**src/rtl/avg_seq_pkg.sv**
```systemverilog
package avg_seq_pkg;

    typedef enum logic [1:0] {
        ST_IDLE = 2'd0,
        ST_OVH  = 2'd1,
        ST_SMP  = 2'd2
    } seq_state_e;

    // log2 of the averaged sample count
    function automatic logic [2:0] avg_log2(input logic en, input logic [1:0] sel);
        return en ? (3'd2 + {1'b0, sel}) : 3'd0;
    endfunction

    // log2 of the bus cycles per converter tick
    function automatic logic [2:0] div_log2(input logic [1:0] sel, input logic half);
        return {1'b0, sel} + {2'b00, half};
    endfunction

endpackage

```
**src/rtl/avg_tick_gen.sv**
```systemverilog
module avg_tick_gen #(
    parameter int MAX_DIV_LOG2 = 4
) (
    input  logic       clk,
    input  logic       rst_n,
    input  logic       run,
    input  logic [2:0] div_shift,
    output logic       tick
);
    localparam int CNT_W = (MAX_DIV_LOG2 > 0) ? MAX_DIV_LOG2 : 1;

    typedef struct packed {
        logic [CNT_W-1:0] cnt;
    } tick_s;

    tick_s      st_d, st_q;
    logic [CNT_W:0] limit;

    always_comb begin
        limit = ((CNT_W+1)'(1) << div_shift) - (CNT_W+1)'(1);
        tick  = run && ({1'b0, st_q.cnt} == limit);
        st_d  = st_q;
        if (!run || tick) begin
            st_d.cnt = '0;
        end else begin
            st_d.cnt = st_q.cnt + CNT_W'(1);
        end
    end

    always_ff @(posedge clk or negedge rst_n) begin
        if (!rst_n) begin
            st_q <= '0;
        end else begin
            st_q <= st_d;
        end
    end
endmodule

```
**src/rtl/avg_seq_ctrl.sv**
```systemverilog
module avg_seq_ctrl
    import avg_seq_pkg::*;
#(
    parameter int OVH_TICKS    = 6,
    parameter int SMP_TICKS    = 28,
    parameter int MAX_AVG_LOG2 = 5
) (
    input  logic       clk,
    input  logic       rst_n,
    input  logic       start,
    input  logic       tick,
    input  logic [2:0] div_shift_in,
    input  logic [2:0] avg_shift_in,
    output logic       busy,
    output logic [2:0] div_shift,
    output logic [2:0] avg_shift,
    output logic       acc_clear,
    output logic       take,
    output logic       last,
    output logic       done
);
    localparam int PH_MAX = (OVH_TICKS > SMP_TICKS) ? OVH_TICKS : SMP_TICKS;
    localparam int PH_W   = $clog2(PH_MAX + 1);
    localparam int IDX_W  = MAX_AVG_LOG2 + 1;

    typedef struct packed {
        seq_state_e       state;
        logic [PH_W-1:0]  ph_cnt;
        logic [IDX_W-1:0] smp_idx;
        logic [2:0]       div_shift;
        logic [2:0]       avg_shift;
        logic             done;
    } ctrl_s;

    ctrl_s            st_d, st_q;
    logic [IDX_W-1:0] last_idx;
    logic             accept;
    logic             ph_end;

    always_comb begin
        st_d      = st_q;
        st_d.done = 1'b0;
        last_idx  = (IDX_W'(1) << st_q.avg_shift) - IDX_W'(1);
        accept    = start && (st_q.state == ST_IDLE);
        ph_end    = 1'b0;
        take      = 1'b0;
        last      = 1'b0;

        unique case (st_q.state)
            ST_IDLE: begin
                if (accept) begin
                    st_d.state     = ST_OVH;
                    st_d.ph_cnt    = '0;
                    st_d.smp_idx   = '0;
                    st_d.div_shift = div_shift_in;
                    st_d.avg_shift = avg_shift_in;
                end
            end
            ST_OVH: begin
                if (tick) begin
                    ph_end = (st_q.ph_cnt == PH_W'(OVH_TICKS - 1));
                    if (ph_end) begin
                        st_d.state  = ST_SMP;
                        st_d.ph_cnt = '0;
                    end else begin
                        st_d.ph_cnt = st_q.ph_cnt + PH_W'(1);
                    end
                end
            end
            ST_SMP: begin
                if (tick) begin
                    ph_end = (st_q.ph_cnt == PH_W'(SMP_TICKS - 1));
                    if (ph_end) begin
                        take        = 1'b1;
                        st_d.ph_cnt = '0;
                        if (st_q.smp_idx == last_idx) begin
                            last       = 1'b1;
                            st_d.state = ST_IDLE;
                            st_d.done  = 1'b1;
                        end else begin
                            st_d.smp_idx = st_q.smp_idx + IDX_W'(1);
                        end
                    end else begin
                        st_d.ph_cnt = st_q.ph_cnt + PH_W'(1);
                    end
                end
            end
            default: st_d.state = ST_IDLE;
        endcase
    end

    always_ff @(posedge clk or negedge rst_n) begin
        if (!rst_n) begin
            st_q <= '{state: ST_IDLE, default: '0};
        end else begin
            st_q <= st_d;
        end
    end

    assign busy      = (st_q.state != ST_IDLE);
    assign div_shift = st_q.div_shift;
    assign avg_shift = st_q.avg_shift;
    assign acc_clear = accept;
    assign done      = st_q.done;
endmodule

```
**src/rtl/avg_accum.sv**
```systemverilog
module avg_accum #(
    parameter int SAMPLE_W     = 12,
    parameter int MAX_AVG_LOG2 = 5
) (
    input  logic                clk,
    input  logic                rst_n,
    input  logic                clear,
    input  logic                take,
    input  logic                last,
    input  logic [2:0]          shift,
    input  logic [SAMPLE_W-1:0] data,
    output logic [SAMPLE_W-1:0] mean
);
    localparam int ACC_W = SAMPLE_W + MAX_AVG_LOG2;

    typedef struct packed {
        logic [ACC_W-1:0]    acc;
        logic [SAMPLE_W-1:0] res;
    } acc_s;

    acc_s             st_d, st_q;
    logic [ACC_W-1:0] sum_now;

    always_comb begin
        st_d    = st_q;
        sum_now = st_q.acc + ACC_W'(data);
        if (clear) begin
            st_d.acc = '0;
        end else if (take) begin
            st_d.acc = sum_now;
        end
        if (take && last) begin
            st_d.res = SAMPLE_W'(sum_now >> shift);
        end
    end

    always_ff @(posedge clk or negedge rst_n) begin
        if (!rst_n) begin
            st_q <= '0;
        end else begin
            st_q <= st_d;
        end
    end

    assign mean = st_q.res;
endmodule

```
**src/rtl/avg_conv_seq.sv**
```systemverilog
module avg_conv_seq
    import avg_seq_pkg::*;
#(
    parameter int SAMPLE_W     = 12,
    parameter int OVH_TICKS    = 6,
    parameter int BASE_TICKS   = 25,
    parameter int LONG_TICKS   = 3,
    parameter int MAX_AVG_LOG2 = 5,
    parameter int MAX_DIV_LOG2 = 4
) (
    input  logic                clk,
    input  logic                rst_n,
    input  logic                start,
    input  logic [1:0]          clk_div_sel,
    input  logic                bus_half_sel,
    input  logic                avg_enable,
    input  logic [1:0]          avg_count_sel,
    input  logic [SAMPLE_W-1:0] sample_in,
    output logic                sample_take,
    output logic [SAMPLE_W-1:0] mean_out,
    output logic                conv_done
);
    localparam int SMP_TICKS = BASE_TICKS + LONG_TICKS;

    logic       busy;
    logic       tick;
    logic [2:0] div_shift;
    logic [2:0] avg_shift;
    logic       acc_clear;
    logic       last;

    avg_tick_gen #(
        .MAX_DIV_LOG2(MAX_DIV_LOG2)
    ) u_tick (
        .clk      (clk),
        .rst_n    (rst_n),
        .run      (busy),
        .div_shift(div_shift),
        .tick     (tick)
    );

    avg_seq_ctrl #(
        .OVH_TICKS   (OVH_TICKS),
        .SMP_TICKS   (SMP_TICKS),
        .MAX_AVG_LOG2(MAX_AVG_LOG2)
    ) u_ctrl (
        .clk         (clk),
        .rst_n       (rst_n),
        .start       (start),
        .tick        (tick),
        .div_shift_in(div_log2(clk_div_sel, bus_half_sel)),
        .avg_shift_in(avg_log2(avg_enable, avg_count_sel)),
        .busy        (busy),
        .div_shift   (div_shift),
        .avg_shift   (avg_shift),
        .acc_clear   (acc_clear),
        .take        (sample_take),
        .last        (last),
        .done        (conv_done)
    );

    avg_accum #(
        .SAMPLE_W    (SAMPLE_W),
        .MAX_AVG_LOG2(MAX_AVG_LOG2)
    ) u_acc (
        .clk  (clk),
        .rst_n(rst_n),
        .clear(acc_clear),
        .take (sample_take),
        .last (last),
        .shift(avg_shift),
        .data (sample_in),
        .mean (mean_out)
    );
endmodule

```
**config.mk**
```make
export PLATFORM = sky130hd
export DESIGN_NAME = avg_conv_seq
export DESIGN_NICKNAME = d
export VERILOG_FILES = /design/src/rtl/avg_seq_pkg.sv /design/src/rtl/avg_tick_gen.sv /design/src/rtl/avg_seq_ctrl.sv /design/src/rtl/avg_accum.sv /design/src/rtl/avg_conv_seq.sv
export SDC_FILE = /design/constraint.sdc
export NUM_CORES = 1
export LEC_CHECK = 0
export BUFFER_PORTS_ARGS = -buffer_cell sky130_fd_sc_hd__buf_2
export CAP_MARGIN = 10
export CORE_UTILIZATION = 61
export CTS_CLUSTER_DIAMETER = 200
export DETAILED_ROUTE_END_ITERATION = 10
export GPL_TIMING_DRIVEN = 1
export PLACE_DENSITY_LB_ADDON = 0.12
export SLEW_MARGIN = 10
export SYNTH_ARGS = -nofsm -noshare
export SYNTH_HDL_FRONTEND = slang
export SYNTH_HIERARCHICAL = 1
export SYNTH_SLANG_ARGS = --single-unit
```
**constraint.sdc**
```tcl
create_clock -name clk -period 3.4 [get_ports clk]
set_input_delay 0.34 -clock clk [delete_from_list [all_inputs] [get_ports clk]]
set_output_delay 0.34 -clock clk [all_outputs]
set_load 0.005 [all_outputs]
```
==> results of run 1 <==
[cell usage in the layout (no fill, tap or decap), types with 3 or more instances in the layout]
cell type	n
xor2_1	6
and3_1	10
xnor2_1	14
nand4b_1	3
a21oi_1	37
clkbuf_8	5
o21ai_1	3
inv_1	16
nor2_1	49
o2bb2ai_1	3
buf_4	6
a31oi_1	3
a21o_1	7
a22oi_1	3
o211ai_1	9
and2_1	3
nand2_2	3
buf_2	34
a211o_1	4
o31ai_1	3
nand3_1	17
nor3_1	8
a211oi_1	9
nand4_1	4
o21ai_0	16
nand2_1	40
a211oi_2	3
o21bai_1	4
mux2_2	8
mux4_2	3
ha_1	22
dfrtp_1	53
a22o_1	3
nand2b_1	15
a31o_2	3
nor2b_1	6
o21a_1	5
mux2i_1	13
a311oi_1	3
[logic make-up after synthesis]
logic type / synth area share [%]
DFF: 30.09
adders and majority gates: 6.699
AOI/OAI and AO/OA: 25.69
muxes: 6.784
xor gates and xnor gates: 3.974
and+or+nand+nor: 19.59
buffers and inverters: 7.181
[registers in the layout, indices dropped and copies added, names as in the netlist]
| signal | cells |
|---|---|
| u_acc/mean | 12 |
| u_acc/st_q | 17 |
| u_ctrl/st_q | 13 |
| u_ctrl/div_shift | 3 |
| u_ctrl/done | 1 |
| u_ctrl/avg_shift | 3 |
| u_tick/st_q | 4 |
[synthesized netlist by cell type, types with 4 or more instances]
master / n
a211o_1: 4
a211oi_1: 9
a21o_1: 7
a21oi_1: 37
and3_1: 10
buf_2: 4
buf_4: 18
clkbuf_1: 14
dfrtp_1: 53
ha_1: 22
inv_1: 16
mux2_2: 8
mux2i_1: 13
nand2_1: 40
nand2b_1: 15
nand3_1: 17
nand4_1: 4
nor2_1: 49
nor2b_1: 6
nor3_1: 8
o211ai_1: 9
o21a_1: 5
o21ai_0: 16
o21bai_1: 4
xnor2_1: 14
xor2_1: 6
[power by group]
part	leakage [nW]	switching [mW]	internal [mW]	total, mW
registers	0.629	0.0186	0.653	0.672
logic	1.31	0.367	0.237	0.604
clock network	0.0540	0.208	0.214	0.423
[final cells by class]
class	count	area (um2)	area share, %
timing repair buffer	40	215.2	4.684
clock inverter	2	35.03	0.7625
sequential	53	1326	28.87
clock buffer	5	68.82	1.498
multi-input combinational	390	2765	60.19
tap	96	120.1	2.614
inverter	17	63.81	1.389
[path summary, 6_finish.rpt]
kind,endpoint,slack [ps],cells past startpoint
min reg2reg,u_acc/mean[0],490,2
max,u_acc/mean[9],330,9
min,u_acc/st_q[13],4,1
min in group clk,u_ctrl/div_shift[0],380,3
max reg2reg,u_acc/mean[9],330,9
max in group asynchronous,u_ctrl/st_q[10],2600,2
[per-layer routing]
metal | part of all wire, % | up-vias | GRT usage (%)
li1 | - | 1832 | -
met1 | 43 | 1816 | 35.41
met2 | 50 | 135 | 47.39
met3 | 4.3 | 23 | 3.223
met4 | 3.2 | 0 | 12.27
met5 | 0 | - | 0
[through the flow]
stage          utilization (%)  total power [mW]
6_report                 66.89             1.698
5_1_grt                  66.89             1.786
4_1_cts                  66.89             1.700
3_5_place_dp             65.37             1.276
3_3_place_gp             65.37             1.263
2_1_floorplan                -             1.142
==> out/qor.txt, run 1 <==
Std-Cell Rows -> 30
worst path bufs/invs -> 0
Clock transition at path regs -> 90 ps
status -> completed
WP data arrival -> 3270 ps
post-cts resize count -> 0
WL final -> 10030 um
syn_nets -> 546
Sum Neg Setup Slack -> 0 ps
routability cong. -> 0.8801
worst slew pin tran -> 640.9 ps
vias in the first global route -> 3574
Horiz. Die Dim -> 87.01 um
clock net sink count -> 53
core area -> 6869 um2
layout cells sized above 1 -> 16.96%
async set-reset flop share out of synthesis -> 100.0%
dpl ws -> 317.3 ps
die area -> 7570 um2
Reg-to-Reg Start -> u_acc/st_q[12]
vias -> 3806
Clock Tree Buf Depth -> 2
Post-synth EDFFs -> 0
Top Ports -> 35
Placed Cells -> 596
HP Class -> in -> async
cell taking the most area after synthesis -> dfrtp_1
warnings from Yosys -> 6
CP endpoint kind -> register
hold_buf cts -> 0
dpl cell area -> 4491 um2
fill count -> 596
Top delay family on crit path -> compound AO/OA/AOI/OAI gates
worst hold slack -> 3.927 ps
worst setup path startpoint -> u_acc/st_q[12]
gr usage total -> 27.79%
Die Span Y -> 87.01 um
Mean Syn Cell Area -> 8.781 um2
HPWL Detailed -> 7506 um
Slew headroom -> 56.82%
first-pass iteration count of the detailed router -> 5
worst setup margin -> 325.8 ps
Crit Path Class -> reg -> reg
fin crit share -> 90.42%
Crit-path slowest cell -> a311oi_1
Initial DRC Count -> 264
Vias/cell -> 6.312
DRC violations left -> 0
pwr dens -> 369.7 nW/um2
root buffer cell -> clkbuf_8
Starting Density -> 64.17%
Final Instance Area -> 4594 um2
cell area after synthesis -> 4408 um2
synth top area cells -> dfrtp_1 30%, ha_1 6.2%, a21oi_1 4.2%, nor2_1 4.2%, nand2_1 3.4%
Max IR drop VDD -> 0.0001616 V
max-cap violations -> 0
crit path max fanout -> 3
Max H-tree Level -> 2
Hold Fails Final Rpt -> 0
Critical Path RT -> 3600 ps
unrepaired setup endpoints after global routing -> false
Critical Path, Cell by Cell -> ha_1 > fa_1 > a211oi_2 > o21ai_1 > a311oi_1 > nor3_1 > a311oi_1 > o211ai_1 > a311o_1
final setup vio count -> 0
Final min period -> 3074 ps
critical path's largest stage delay -> 480 ps
Final #Nets -> 551
cts bufs inserted -> 5
clk_lat worst skew -> 310 ps
Final ANT Viol Nets -> 0
non-filler cells, final -> 603
total gr overflow -> 0
antenna violations before repair -> 0
flops & latches, synth -> 53
Leak -> 1.992 nW
Synth top area share -> 30.09%
Setup Skew -> 7.013 ps
crit path launch type -> register
max frequency -> 325.3 MHz
first-pass GRT wire length -> 16630 um
CTS tree -> built
antenna fix cells -> 0
WL per Instance -> 16.63 um
area grow syn2layout -> 4.229%
Setup Buffers After CTS -> 0
Yosys cell types -> 82
Port Buffers -> 34
post-synthesis instance total -> 502
critical path's most frequent cell -> a311oi_1
register area share after synthesis -> 30.09%
largest net degree at the start of global routing -> 31
final slew viol count -> 0
Main synth FF type -> dfrtp_1
No activity file was read; power rests on OpenSTA's default activity.
==> run 2: changes to the inputs <==
Settings changed: SYNTH_HIERARCHICAL 1 to unset.
==> out/qor.txt, run 2 <==
CTS tree -> built
Top Ports -> 35
layout cells sized above 1 -> 17.58%
fin crit share -> 89.31%
leading cell types in the layout, fill and taps excluded -> 53 x dfrtp_1, 44 x o21ai_0, 39 x nand2_1
Std-Cell Rows -> 29
Hold Fails Final Rpt -> 0
register area share after synthesis -> 31.40%
Sum Neg Setup Slack -> 0 ps
Mean Syn Cell Area -> 8.800 um2
pwr dens -> 499.2 nW/um2
post-synthesis instance total -> 480
largest net degree at the start of global routing -> 36
first-pass GRT wire length -> 17190 um
Largest register FFs -> 17
Setup Skew -> 11.00 ps
WL final -> 10180 um
HPWL Detailed -> 7565 um
Max IR drop VDD -> 0.0003682 V
clk_lat worst skew -> 320 ps
Final min period -> 3037 ps
worst hold slack -> 88.03 ps
syn_nets -> 525
clock net sink count -> 53
Final #Nets -> 539
Crit Path Class -> reg -> reg
async set-reset flop share out of synthesis -> 100.0%
Yosys cell types -> 73
area grow syn2layout -> 5.361%
die area -> 7262 um2
Final ANT Viol Nets -> 0
core area -> 6531 um2
vias in the first global route -> 3648
flops & latches, synth -> 53
total gr overflow -> 0
Starting Density -> 64.67%
commonest non-fill, non-tap cell in the layout -> dfrtp_1
post-cts resize count -> 0
first-pass iteration count of the detailed router -> 5
synth top area cells -> dfrtp_1 31%, ha_1 6.8%, o21ai_0 5.2%, nand3_1 4.3%, mux4_2 3.7%
DRC violations left -> 0
Port Buffers -> 34
max frequency -> 329.3 MHz
gr usage total -> 30.21%
Max H-tree Level -> 2
critical path's largest stage delay -> 490 ps
cell area after synthesis -> 4224 um2
most frequent cell after synthesis -> dfrtp_1
root buffer cell -> clkbuf_8
Die Span Y -> 85.22 um
HP Class -> in -> async
Horiz. Die Dim -> 85.22 um
routability cong. -> 0.9365
Vias/cell -> 6.598
Crit-path slowest cell -> mux4_2
Synth top area share -> 31.40%
Main synth FF type -> dfrtp_1
final slew viol count -> 0
WL per Instance -> 17.79 um
Clock transition at path regs -> 110 ps
Clock Tree Buf Depth -> 2
hold_buf cts -> 0
Initial DRC Count -> 294
met2 wire length -> 5024 um
CP endpoint kind -> register
warnings from Yosys -> 0
cell taking the most area after synthesis -> dfrtp_1
top cells by count, synth -> 53 x dfrtp_1, 44 x o21ai_0, 39 x nand2_1
crit path max fanout -> 4
antenna violations before repair -> 0
Critical Path RT -> 3640 ps
Critical Path, Cell by Cell -> ha_1 > fa_1 > a21o_1 > a221oi_2 > o22ai_1 > or2_1 > mux4_2 > mux2_2 > o21ai_2
Post-synth EDFFs -> 0
Slew headroom -> 47.96%
Leak -> 1.942 nW
max-cap violations -> 0
worst slew pin tran -> 780.6 ps
cts bufs inserted -> 5
antenna fix cells -> 0
crit path launch type -> register
Biggest register -> u_acc.st_q
vias -> 3774
Setup Buffers After CTS -> 0
WP data arrival -> 3280 ps
fill count -> 541
final setup vio count -> 0
wire length on met3 -> 656 um
status -> completed
met1 WL -> 4244 um
unrepaired setup endpoints after global routing -> false
DR top layer -> met4
run 2: changes by cell type after synthesis, sizes merged, moves of 7 or more:
cell	before	now
nor2	49	27
or2	3	10
o21ai	21	47
nand2b	15	5
mux2i	13	3
nand3	17	36
a21oi	37	21
run 2: logic make-up after synthesis:
| family | count (synthesis) | synth area share, % |
|---|---|---|
| buf+inv | 56 | 6.546 |
| xor+xnor | 16 | 3.317 |
| fa+ha+maj | 24 | 7.287 |
| compound gates | 144 | 24.58 |
| mux | 16 | 6.043 |
| flops | 53 | 31.40 |
| simple gates | 171 | 20.82 |
run 2: critical path, delay by kind of cell, from the launching register on:
family          cells  cell delay, ps
flops               1             390
compound gates      4             860
fa+ha+maj           2             650
mux                 2             780
simple gates        1             280
run 2: cell type report:
type | instances | area (um2) | area share [%]
inverters | 18 | 67.56 | 1.518
well taps | 77 | 96.34 | 2.165
clock buffers | 6 | 72.57 | 1.631
flip-flops and latches | 53 | 1326 | 29.80
clock inverters | 2 | 13.76 | 0.3092
multi-input cells | 371 | 2621 | 58.90
repair buffers | 45 | 252.7 | 5.679
run 2: path summary, 6_finish.rpt:
| kind | start | to | slack (ps) | depth (start not counted) |
|---|---|---|---|---|
| max in group asynchronous | rst_n | u_ctrl.st_q[9] | 2550 | 2 |
| min in group clk | avg_count_sel[0] | u_ctrl.avg_shift[0] | 280 | 3 |
| worst min register to register | u_acc.mean[6] | u_acc.mean[6] | 490 | 2 |
| worst max-delay path | u_acc.st_q[12] | u_acc.mean[3] | 360 | 9 |
| worst min-delay path | rst_n | u_acc.st_q[20] | 90 | 1 |
| worst max register to register | u_acc.st_q[12] | u_acc.mean[3] | 360 | 9 |
run 2: power breakdown:
group / internal (mW) / total [mW] / switching [mW]
Sequential: 0.694 / 0.768 / 0.0735
Combinational: 0.426 / 1.08 / 0.657
Clock: 0.148 / 0.372 / 0.224
Total: 1.27 / 2.22 / 0.954
run 2: metrics by stage:
| step | instance area, um2 | power [mW] | std cells | util (%) | setup slack [ps] |
|---|---|---|---|---|---|
| final | 4451 | 2.222 | 572 | 68.14 | 363.3 |
| after global routing | 4451 | 2.382 | 572 | 68.14 | 199.2 |
| after CTS | 4451 | 2.214 | 572 | 68.14 | 390.9 |
| after detailed placement | 4364 | 1.844 | 564 | 66.82 | 359.9 |
| after global placement | 4364 | 1.816 | 564 | 66.82 | 402.9 |
| after floorplan | 4224 | 1.610 | 480 | - | 392.0 |
run 2: layer usage:
metal	vias up	GRT usage (%)
met5	-	0
met4	0	9.707
met3	22	4.183
met2	157	52.20
met1	1800	39.29
li1	1795	-
==> run 3: changes to the inputs <==
Settings changed: CORE_MARGIN set to 8.
==> out/qor.txt, run 3 (same netlist as run 2, synthesis figures left out) <==
layout cells sized above 1 -> 17.94%
unrepaired setup endpoints after global routing -> false
Clock transition at path regs -> 100 ps
worst hold slack -> 73.16 ps
Final Instance Area -> 4481 um2
area grow syn2layout -> 6.072%
Setup Skew -> 9.791 ps
Clock Tree Buf Depth -> 2
Final min period -> 2988 ps
crit path launch type -> register
post-cts resize count -> 0
CP endpoint kind -> register
Sum Neg Setup Slack -> 0 ps
Largest register FFs -> 17
cts bufs inserted -> 5
worst setup margin -> 411.8 ps
first-pass GRT wire length -> 17080 um
Top delay family on crit path -> compound AO/OA/AOI/OAI gates
clk_lat worst skew -> 310 ps
root buffer cell -> clkbuf_8
Clock power frac -> 18.3%
Placed Cells -> 568
WP data arrival -> 3240 ps
Vias/cell -> 6.410
CTS tree -> built
final setup vio count -> 0
core area -> 6756 um2
clock net sink count -> 53
dpl ws -> 351.4 ps
Biggest register -> u_acc.st_q
Final ANT Viol Nets -> 0
final slew viol count -> 0
Die Span Y -> 99.22 um
Design Power -> 2.250 mW
max frequency -> 334.6 MHz
Slew headroom -> 50.73%
WL final -> 10100 um
Initial DRC Count -> 202
Setup Buffers After CTS -> 0
largest net degree at the start of global routing -> 34
Hold Fails Final Rpt -> 0
Critical Path RT -> 3650 ps
total gr overflow -> 0
Port Buffers -> 34
worst path bufs/invs -> 0
antenna fix cells -> 0
Crit-path slowest cell -> mux4_2
Horiz. Die Dim -> 99.22 um
Critical Path, Cell by Cell -> ha_1 > fa_1 > a21o_1 > a221oi_2 > o22ai_1 > or2_1 > mux4_2 > mux2_2 > o21ai_2
commonest non-fill, non-tap cell in the layout -> dfrtp_1
dpl cell area -> 4375 um2
Int Pwr -> 1.310 mW
die area -> 9844 um2
Leak -> 1.956 nW
crit path max fanout -> 4
critical path's largest stage delay -> 500 ps
Final #Nets -> 540
Starting Density -> 62.52%
antenna violations before repair -> 0
Crit Path Class -> reg -> reg
worst slew pin tran -> 739.0 ps
first-pass iteration count of the detailed router -> 4
status -> completed
Post-Route Utilization -> 66.31%
Std-Cell Rows -> 30
HP Class -> in -> async
DRC violations left -> 0
gr usage total -> 21.09%
vias in the first global route -> 3589
pwr dens -> 502.1 nW/um2
net switching power -> 0.9393 mW
fin crit share -> 87.89%
WL per Instance -> 17.54 um
max-cap violations -> 0
Comb pwr share -> 47.7%
Max IR drop VDD -> 0.0003991 V
vias -> 3692
Max H-tree Level -> 2
non-filler cells, final -> 576
Top Ports -> 35
register share of total power -> 34.0%
Net Sw Frac -> 41.76%
leading cell types in the layout, fill and taps excluded -> 53 x dfrtp_1, 44 x o21ai_0, 39 x nand2_1
HPWL Detailed -> 7628 um
fill count -> 564
hold_buf cts -> 0
routability cong. -> 0.9587
run 3: worst paths after layout:
| path | startpoint | endpoint | slack (ps) | cells past startpoint |
|---|---|---|---|---|
| max in group asynchronous | rst_n | u_ctrl.st_q[9] | 2560 | 2 |
| max | u_acc.st_q[12] | u_acc.mean[3] | 410 | 9 |
| max reg2reg | u_acc.st_q[12] | u_acc.mean[3] | 410 | 9 |
| min in group clk | avg_count_sel[0] | u_ctrl.avg_shift[0] | 270 | 3 |
| min reg2reg | u_acc.mean[6] | u_acc.mean[6] | 480 | 2 |
| min | rst_n | u_acc.st_q[20] | 70 | 1 |
run 3: power by group through the flow:
stage	clock [mW]	sequential [mW]	combinational [mW]
finish	0.412	0.764	1.07
detailed placement	0	0.777	1.07
CTS	0.424	0.764	1.07
global route	0.447	0.778	1.20
floorplan	0	0.753	0.856
global placement	0	0.774	1.05
run 3: cell type report:
| class | count | area (um2) | share of cell area (%) |
|---|---|---|---|
| Multi-Input combinational cell | 371 | 2621 | 58.50 |
| Timing Repair Buffer | 46 | 260.3 | 5.808 |
| Clock inverter | 1 | 8.758 | 0.1955 |
| Inverter | 18 | 67.56 | 1.508 |
| Sequential cell | 53 | 1326 | 29.60 |
| Tap cell | 80 | 100.1 | 2.234 |
| Clock buffer | 7 | 96.34 | 2.150 |
run 3: metal layers:
layer	vias to the layer above	GRT usage, %	part of all wire, %
met5	-	0	0
met4	0	6.985	2.3
met3	22	3.492	4.4
met2	89	36.67	51
met1	1785	25.78	43
li1	1796	-	-
